==> config.mk <==
export PLATFORM = sky130hd
export DESIGN_NAME = tpg_top
export DESIGN_NICKNAME = d
export VERILOG_FILES = /design/src/rtl/tpg_pkg.sv /design/src/rtl/tpg_cfg_regs.sv /design/src/rtl/tpg_pixel.sv /design/src/rtl/tpg_top.sv
export SDC_FILE = /design/constraint.sdc
export NUM_CORES = 1
export LEC_CHECK = 0
export ABC_AREA = 1
export BUFFER_PORTS_ARGS = -buffer_cell sky130_fd_sc_hd__buf_2
export CAP_MARGIN = 20
export CORE_UTILIZATION = 60
export CTS_CLUSTER_DIAMETER = 100
export CTS_CLUSTER_SIZE = 24
export DETAILED_ROUTE_END_ITERATION = 8
export HOLD_SLACK_MARGIN = 0.06
export PLACE_DENSITY = 0.8
export SKIP_CTS_REPAIR_TIMING = 1
export SLEW_MARGIN = 15
export SYNTH_ARGS = -nofsm -noshare
export SYNTH_HDL_FRONTEND = slang
export SYNTH_HIERARCHICAL = 1
export SYNTH_SLANG_ARGS = --single-unit
==> constraint.sdc <==
create_clock -name clk -period 16.9 [get_ports clk]
set_clock_uncertainty 0.1 [all_clocks]
set_input_delay 0.845 -clock clk [delete_from_list [all_inputs] [get_ports clk]]
set_output_delay 0.845 -clock clk [all_outputs]
set_load 0.05 [all_outputs]
==> src/rtl/tpg_pkg.sv <==
// Shared constants, register map and configuration record for the
// test pattern generator. Assumes 16-bit MSB-aligned colour components.
package tpg_pkg;

    localparam int POS_W  = 16;
    localparam int COL_W  = 16;
    localparam int DATA_W = 32;
    localparam int ADDR_W = 3;
    localparam int EXP_W  = 4;
    localparam int INC_W  = 5;
    localparam int N_COMP = 3;   // index 0 = R/Cr, 1 = G/Y, 2 = B/Cb
    localparam int RAMP_W = POS_W + (1 << INC_W) + 1;

    localparam logic [ADDR_W-1:0] A_CTRL = 3'd0;
    localparam logic [ADDR_W-1:0] A_SIZE = 3'd1;
    localparam logic [ADDR_W-1:0] A_COLR = 3'd2;
    localparam logic [ADDR_W-1:0] A_COLG = 3'd3;
    localparam logic [ADDR_W-1:0] A_COLB = 3'd4;
    localparam logic [ADDR_W-1:0] A_RAMP = 3'd5;

    localparam logic [COL_W-1:0] NIB_CLR  = 16'hFFF0;
    localparam logic [COL_W-1:0] FULL_HI  = 16'hFFFF;
    localparam logic [COL_W-1:0] FULL_LO  = 16'h0000;
    localparam logic [COL_W-1:0] LIM_HI   = 16'hEB00;
    localparam logic [COL_W-1:0] LIM_LO   = 16'h1000;

    typedef enum logic [2:0] {
        PM_SQUARES = 3'd0,
        PM_VBARS   = 3'd1,
        PM_HBARS   = 3'd2,
        PM_RAMP1   = 3'd3,
        PM_RAMP2   = 3'd4
    } pat_mode_e;

    typedef struct packed {
        logic                         en;
        logic [2:0]                   mode;
        logic                         lim;
        logic [1:0]                   depth;
        logic [EXP_W-1:0]             hexp;
        logic [EXP_W-1:0]             vexp;
        logic [POS_W-1:0]             width;
        logic [POS_W-1:0]             height;
        logic [N_COMP-1:0][COL_W-1:0] col0;
        logic [N_COMP-1:0][COL_W-1:0] col1;
        logic [COL_W-1:0]             ramp_off;
        logic [INC_W-1:0]             inc0;
        logic [INC_W-1:0]             inc1;
    } tpg_cfg_t;

    // Mask that keeps the top bits of a component for a depth code.
    function automatic logic [COL_W-1:0] depth_mask(input logic [1:0] code);
        case (code)
            2'd0:    depth_mask = 16'hFC00;
            2'd1:    depth_mask = 16'hFF00;
            2'd2:    depth_mask = 16'hFFC0;
            default: depth_mask = 16'hFFF0;
        endcase
    endfunction

endpackage

==> src/rtl/tpg_cfg_regs.sv <==
// Shadow and live configuration registers for the pattern generator.
// Writes land in the shadow copy; the start-of-frame strobe moves the
// shadow copy (as it stood before any same-cycle write) into the live copy.
// The effective configuration seen by the pixel path is the shadow copy on
// a start-of-frame cycle and the live copy otherwise.
module tpg_cfg_regs
    import tpg_pkg::*;
(
    input  logic              clk,
    input  logic              rst_n,
    input  logic              cfg_we,
    input  logic [ADDR_W-1:0] cfg_addr,
    input  logic [DATA_W-1:0] cfg_wdata,
    input  logic              pix_sof,
    output tpg_cfg_t          eff_cfg,
    output logic              live_en,
    output logic              pending
);

    tpg_cfg_t shadow_q, live_q, shadow_d;

    // Decode a write into the next shadow value.
    always_comb begin
        shadow_d = shadow_q;
        if (cfg_we) begin
            case (cfg_addr)
                A_CTRL: begin
                    shadow_d.en    = cfg_wdata[0];
                    shadow_d.mode  = cfg_wdata[3:1];
                    shadow_d.lim   = cfg_wdata[4];
                    shadow_d.depth = cfg_wdata[6:5];
                    shadow_d.hexp  = cfg_wdata[10:7];
                    shadow_d.vexp  = cfg_wdata[14:11];
                end
                A_SIZE: begin
                    shadow_d.width  = cfg_wdata[15:0];
                    shadow_d.height = cfg_wdata[31:16];
                end
                A_COLR, A_COLG, A_COLB: begin
                    shadow_d.col0[cfg_addr - A_COLR] = cfg_wdata[15:0] & NIB_CLR;
                    shadow_d.col1[cfg_addr - A_COLR] = cfg_wdata[31:16] & NIB_CLR;
                end
                A_RAMP: begin
                    shadow_d.ramp_off = cfg_wdata[15:0];
                    shadow_d.inc0     = cfg_wdata[20:16];
                    shadow_d.inc1     = cfg_wdata[25:21];
                end
                default: ;
            endcase
        end
    end

    // Shadow copy, live copy and pending flag.
    always_ff @(posedge clk) begin
        if (!rst_n) begin
            shadow_q <= '0;
            live_q   <= '0;
            pending  <= 1'b0;
        end else begin
            shadow_q <= shadow_d;
            if (pix_sof) live_q <= shadow_q;
            if (cfg_we)       pending <= 1'b1;
            else if (pix_sof) pending <= 1'b0;
        end
    end

    // Effective configuration for the current pixel.
    always_comb begin
        eff_cfg = pix_sof ? shadow_q : live_q;
        live_en = live_q.en;
    end

    assert_pending_set_R3: assert property (@(posedge clk) disable iff (!rst_n)
        cfg_we |=> pending);
    assert_pending_clear_R3: assert property (@(posedge clk) disable iff (!rst_n)
        (pix_sof && !cfg_we) |=> !pending);
    assert_live_update_R3: assert property (@(posedge clk) disable iff (!rst_n)
        pix_sof |=> (live_q == $past(shadow_q)));

endmodule

==> src/rtl/tpg_pixel.sv <==
// Combinational pattern computation for one pixel position.
// Assumes the configuration is stable for the cycle; produces a depth
// masked value per component and a region qualifier.
module tpg_pixel
    import tpg_pkg::*;
(
    input  tpg_cfg_t                     cfg,
    input  logic [POS_W-1:0]             pos_x,
    input  logic [POS_W-1:0]             pos_y,
    input  logic                         pos_act,
    output logic [N_COMP-1:0][COL_W-1:0] pix,
    output logic                         in_region
);

    logic [POS_W-1:0]  tile_x, tile_y;
    logic [2:0]        sq_idx;
    logic [INC_W-1:0]  inc_sel;
    logic [RAMP_W-1:0] ramp_sum;
    logic [COL_W-1:0]  ramp_val, lvl_hi, lvl_lo, dmask;

    // Tile coordinates, region test and square colour index.
    always_comb begin
        tile_x    = pos_x >> cfg.hexp;
        tile_y    = pos_y >> cfg.vexp;
        sq_idx    = tile_x[2:0] + tile_y[2:0];
        in_region = pos_act && (pos_x < cfg.width) && (pos_y < cfg.height);
        lvl_hi    = cfg.lim ? LIM_HI : FULL_HI;
        lvl_lo    = cfg.lim ? LIM_LO : FULL_LO;
        dmask     = depth_mask(cfg.depth);
    end

    // Ramp with slope chosen by half of the region, saturating at full scale.
    always_comb begin
        inc_sel  = (cfg.mode == PM_RAMP2 && pos_y >= (cfg.height >> 1)) ? cfg.inc1 : cfg.inc0;
        ramp_sum = RAMP_W'(cfg.ramp_off) + (RAMP_W'(tile_x) << inc_sel);
        ramp_val = (|ramp_sum[RAMP_W-1:COL_W]) ? FULL_HI : ramp_sum[COL_W-1:0];
    end

    for (genvar k = 0; k < N_COMP; k++) begin : g_comp
        logic [COL_W-1:0] raw;
        // Per-component pattern select.
        always_comb begin
            case (cfg.mode)
                PM_SQUARES: raw = sq_idx[N_COMP-1-k] ? lvl_hi : lvl_lo;
                PM_VBARS:   raw = tile_x[0] ? cfg.col1[k] : cfg.col0[k];
                PM_HBARS:   raw = tile_y[0] ? cfg.col1[k] : cfg.col0[k];
                PM_RAMP1,
                PM_RAMP2:   raw = ramp_val;
                default:    raw = cfg.col0[k];
            endcase
            pix[k] = raw & dmask;
        end
    end

endmodule

==> src/rtl/tpg_top.sv <==
// Display test pattern generator top level. Selects, per pixel, between
// pass-through video, black outside the region and the generated pattern,
// and registers the result (one cycle latency). Assumes the pixel inputs
// and the start-of-frame strobe come from an upstream timing generator.
module tpg_top
    import tpg_pkg::*;
(
    input  logic              clk,
    input  logic              rst_n,
    input  logic              cfg_we,
    input  logic [ADDR_W-1:0] cfg_addr,
    input  logic [DATA_W-1:0] cfg_wdata,
    input  logic [POS_W-1:0]  pix_x,
    input  logic [POS_W-1:0]  pix_y,
    input  logic              pix_active,
    input  logic              pix_sof,
    input  logic [COL_W-1:0]  vid_r,
    input  logic [COL_W-1:0]  vid_g,
    input  logic [COL_W-1:0]  vid_b,
    output logic [COL_W-1:0]  out_r,
    output logic [COL_W-1:0]  out_g,
    output logic [COL_W-1:0]  out_b,
    output logic              upd_pending,
    output logic              gen_blanked
);

    tpg_cfg_t                     eff_cfg;
    logic                         live_en;
    logic [N_COMP-1:0][COL_W-1:0] pat_pix, vid_in, out_q;
    logic                         in_region;

    tpg_cfg_regs u_regs (
        .clk       (clk),
        .rst_n     (rst_n),
        .cfg_we    (cfg_we),
        .cfg_addr  (cfg_addr),
        .cfg_wdata (cfg_wdata),
        .pix_sof   (pix_sof),
        .eff_cfg   (eff_cfg),
        .live_en   (live_en),
        .pending   (upd_pending)
    );

    tpg_pixel u_pixel (
        .cfg       (eff_cfg),
        .pos_x     (pix_x),
        .pos_y     (pix_y),
        .pos_act   (pix_active),
        .pix       (pat_pix),
        .in_region (in_region)
    );

    // Gather the video input into component order.
    always_comb begin
        vid_in = {vid_b, vid_g, vid_r};
    end

    // Output register: pass-through, black or pattern.
    always_ff @(posedge clk) begin
        if (!rst_n)              out_q <= '0;
        else if (!eff_cfg.en)    out_q <= vid_in;
        else if (!in_region)     out_q <= '0;
        else                     out_q <= pat_pix;
    end

    // Drive ports and the blanked flag.
    always_comb begin
        out_r       = out_q[0];
        out_g       = out_q[1];
        out_b       = out_q[2];
        gen_blanked = live_en && !upd_pending;
    end

    assert_passthrough_R2: assert property (@(posedge clk) disable iff (!rst_n)
        !eff_cfg.en |=> (out_r == $past(vid_r) && out_g == $past(vid_g) && out_b == $past(vid_b)));
    assert_outside_black_R10: assert property (@(posedge clk) disable iff (!rst_n)
        (eff_cfg.en && !pix_active) |=> (out_r == '0 && out_g == '0 && out_b == '0));
    assert_low_nibble_R9: assert property (@(posedge clk) disable iff (!rst_n)
        eff_cfg.en |=> (out_r[3:0] == 4'h0 && out_g[3:0] == 4'h0 && out_b[3:0] == 4'h0));

endmodule

==> impl_metrics.ini <==
[global_routing]
grt_start_max_net_pins = 101
first_global_vias = 18700
gr-usage-all-layers_pct = 35.9
grt.overflow.total = 0
antenna_found_initial = 4
grt_pass1_wl_um = 101000

[synth]
syn_area_per_cell_um2 = 6.49
synth_area_um2 = 20400
synth_cells = 3150
yosysWarnings = 6

[detailed_routing]
drt_iter0_drc = 2542
wirelength_um = 64600
drt_pre_antenna_iters = 6
drc_errors = 0
antenna_violating_nets_post_route = 0
vias = 21000
wl_per_cell_um = 17.8
post_drt_via_cell_ratio = 5.79

[place]
place_worst_setup_slack_ps = 8440
post-dp-hpwl_um = 47000
io_buffers = 169
place.gp.congestion = 0.987

[critical_path]
critical_path_arrival_ps = 8410
critical-path-top-cell-by-count = sky130_fd_sc_hd__nand2_1
worst_r2r_endpoint = out_b[6]
timing.setup.critical_path_class = in2reg
critPathLaunchType = input pin
worst-path-buf-inv = 7
timing.critical_path.fanout_max = 74
cp.required_ps = 17190
critical_path.slowest_cell = sky130_fd_sc_hd__buf_4
r2r_setup_slack_ps = 10190
crit_family = simple AND/OR/NAND/NOR gates
r2r_cells = 39
timing.critical_path.to = out_b[6]
setup.worst_path.start = pix_sof
critPathCaptureType = register
max_stage_delay_ps = 740
worst_r2r_startpoint = u_regs/shadow_q[125]
instance_count_on_the_critical_path = 38

[power_and_ir_drop]
power.internal_w = 0.00114
share_comb_of_total_power_pct = 23.2
clkPwrFrac_pct = 27.7
pwr_density_cell_nw_per_um2 = 77.8
switching_share_pct = 32.3
p_switching_w = 0.000544
irDropWorstVdd_mv = 0.0960
pwr-share-seq_pct = 49.1
power_leakage_nw = 10.2

[cells_and_area]
layout-area-overhead-vs-synth_pct = 5.82
final-seq-area_um2 = 6790
multi_input_comb_area_um2 = 11600
layout-drive-gt1-share_pct = 12.1
nNetsFinal = 3357
num-fill-cells = 3098

[timing]
fin_tns_setup_ps = 0
maxClockFrequency_ghz = 0.123
hold_violations = 0
final_min_period_over_clock_period_pct = 48.0
grt_setup_unrepaired = false
min_period_ps = 8120
timing_max_transition_violations_final = 0
setup_viol = 0
max_slew.worst_pin.slew_ps = 1120
max-slew-margin-rel_pct = 25.1
layout_setup_ws_ps = 8780

[floorplan]
height_of_the_die_um = 187
initial_core_util_pct = 61.0
floorplan.core_area_um2 = 33500
die-area_um2 = 34800
die_width_um = 187
pin_count = 170
placement_rows = 67

[cts]
cts_clk_pin_slew_worst_paths_ps = 90
cts_tree = yes
cts.sink_count = 339
clk_latency_ps = 520
clockRootBuffer = sky130_fd_sc_hd__clkbuf_16
ctsHtreeMaxLevel = 1
clockBufferDepth = 3
number_of_buffers_added_by_the_clock_tree_synthesis_step = 18

[status]
outcome = finished clean

[job]
max_cap_viol_count = 0

[worst_hold_path]
holdCritPathClass = reg2reg
## worst register-to-register path, delay by kind of cell (launching register included)
kind	cells	cell delay (ps)
buf+inv	5	990
compound gates	5	760
flops	1	350
simple gates	27	3720
fa+ha+maj	2	690
## power by group through the flow
stage	clock, W	combinational, W	sequential [W]
after floorplan	0	0.000251	0.000866
after global placement	0	0.000376	0.000844
after detailed placement	0	0.000379	0.000845
after CTS	0.000472	0.000381	0.000826
after global routing	0.000500	0.000423	0.000828
final	0.000467	0.000391	0.000826
## registers in the layout, indices dropped and copies added, names as in the netlist
register and flops:
u_regs/live_q 144, out_r 16, out_b 16, u_regs/live_en 1
u_regs/pending 1, u_regs/shadow_q 145, out_g 16
## placed cells by master (no fill, tap or decap), drive strengths merged, types with 4 or more instances in the layout
master	n
o21ai	123
a21oi	337
and2	6
o211ai	7
o21a	5
a31oi	5
nor2	208
buf	189
nand2	1042
dfxtp	339
or2	7
nand3	311
conb	12
a221oi	36
nand4	99
xor2	8
diode	4
clkbuf	19
nor3	14
inv	311
ha	65
xnor2	7
## layer usage
| metal | global-route usage [%] | share of wire [%] | vias up |
|---|---|---|---|
| met5 | 0 | 0 | - |
| met4 | 12.1 | 3.4 | 0 |
| met3 | 5.44 | 9.8 | 115 |
| met2 | 54.0 | 43 | 1086 |
| met1 | 52.2 | 44 | 9506 |
| li1 | - | - | 10300 |
## layout make-up
cell class,count,area share (%)
timing repair buffer,189,4.69
sequential,339,31.4
multi-input combinational,2313,53.6
clock inverter,2,0.116
tap,448,2.59
clock buffer,19,2.20
inverter,310,5.42
antenna,4,0.0463
## metrics by stage
stage	power, W	hold slack [ps]	util (%)	cells	area [um^2]
5_1_grt	0.00175	380	64.5	3624	21600
4_1_cts	0.00168	368	64.4	3618	21600
6_report	0.00168	369	64.5	3624	21600
3_3_place_gp	0.00122	349	62.9	3596	21100
3_5_place_dp	0.00122	353	62.9	3597	21100
2_1_floorplan	0.00112	341	-	3161	20500
## how the worst min path moves through the flow
stage                   startpoint                  end  slack [ps]  cells after the start
5_1_grt        u_regs/shadow_q[12]  u_regs/shadow_q[12]         380                      2
4_1_cts        u_regs/shadow_q[12]  u_regs/shadow_q[12]         370                      2
3_5_place_dp   u_regs/shadow_q[12]  u_regs/shadow_q[12]         350                      2
6_report       u_regs/shadow_q[22]  u_regs/shadow_q[22]         370                      2
2_1_floorplan   u_regs/shadow_q[0]   u_regs/shadow_q[0]         340                      2
3_3_place_gp   u_regs/shadow_q[22]  u_regs/shadow_q[22]         350                      2
Note: power is estimated with default switching activity, not from simulation.
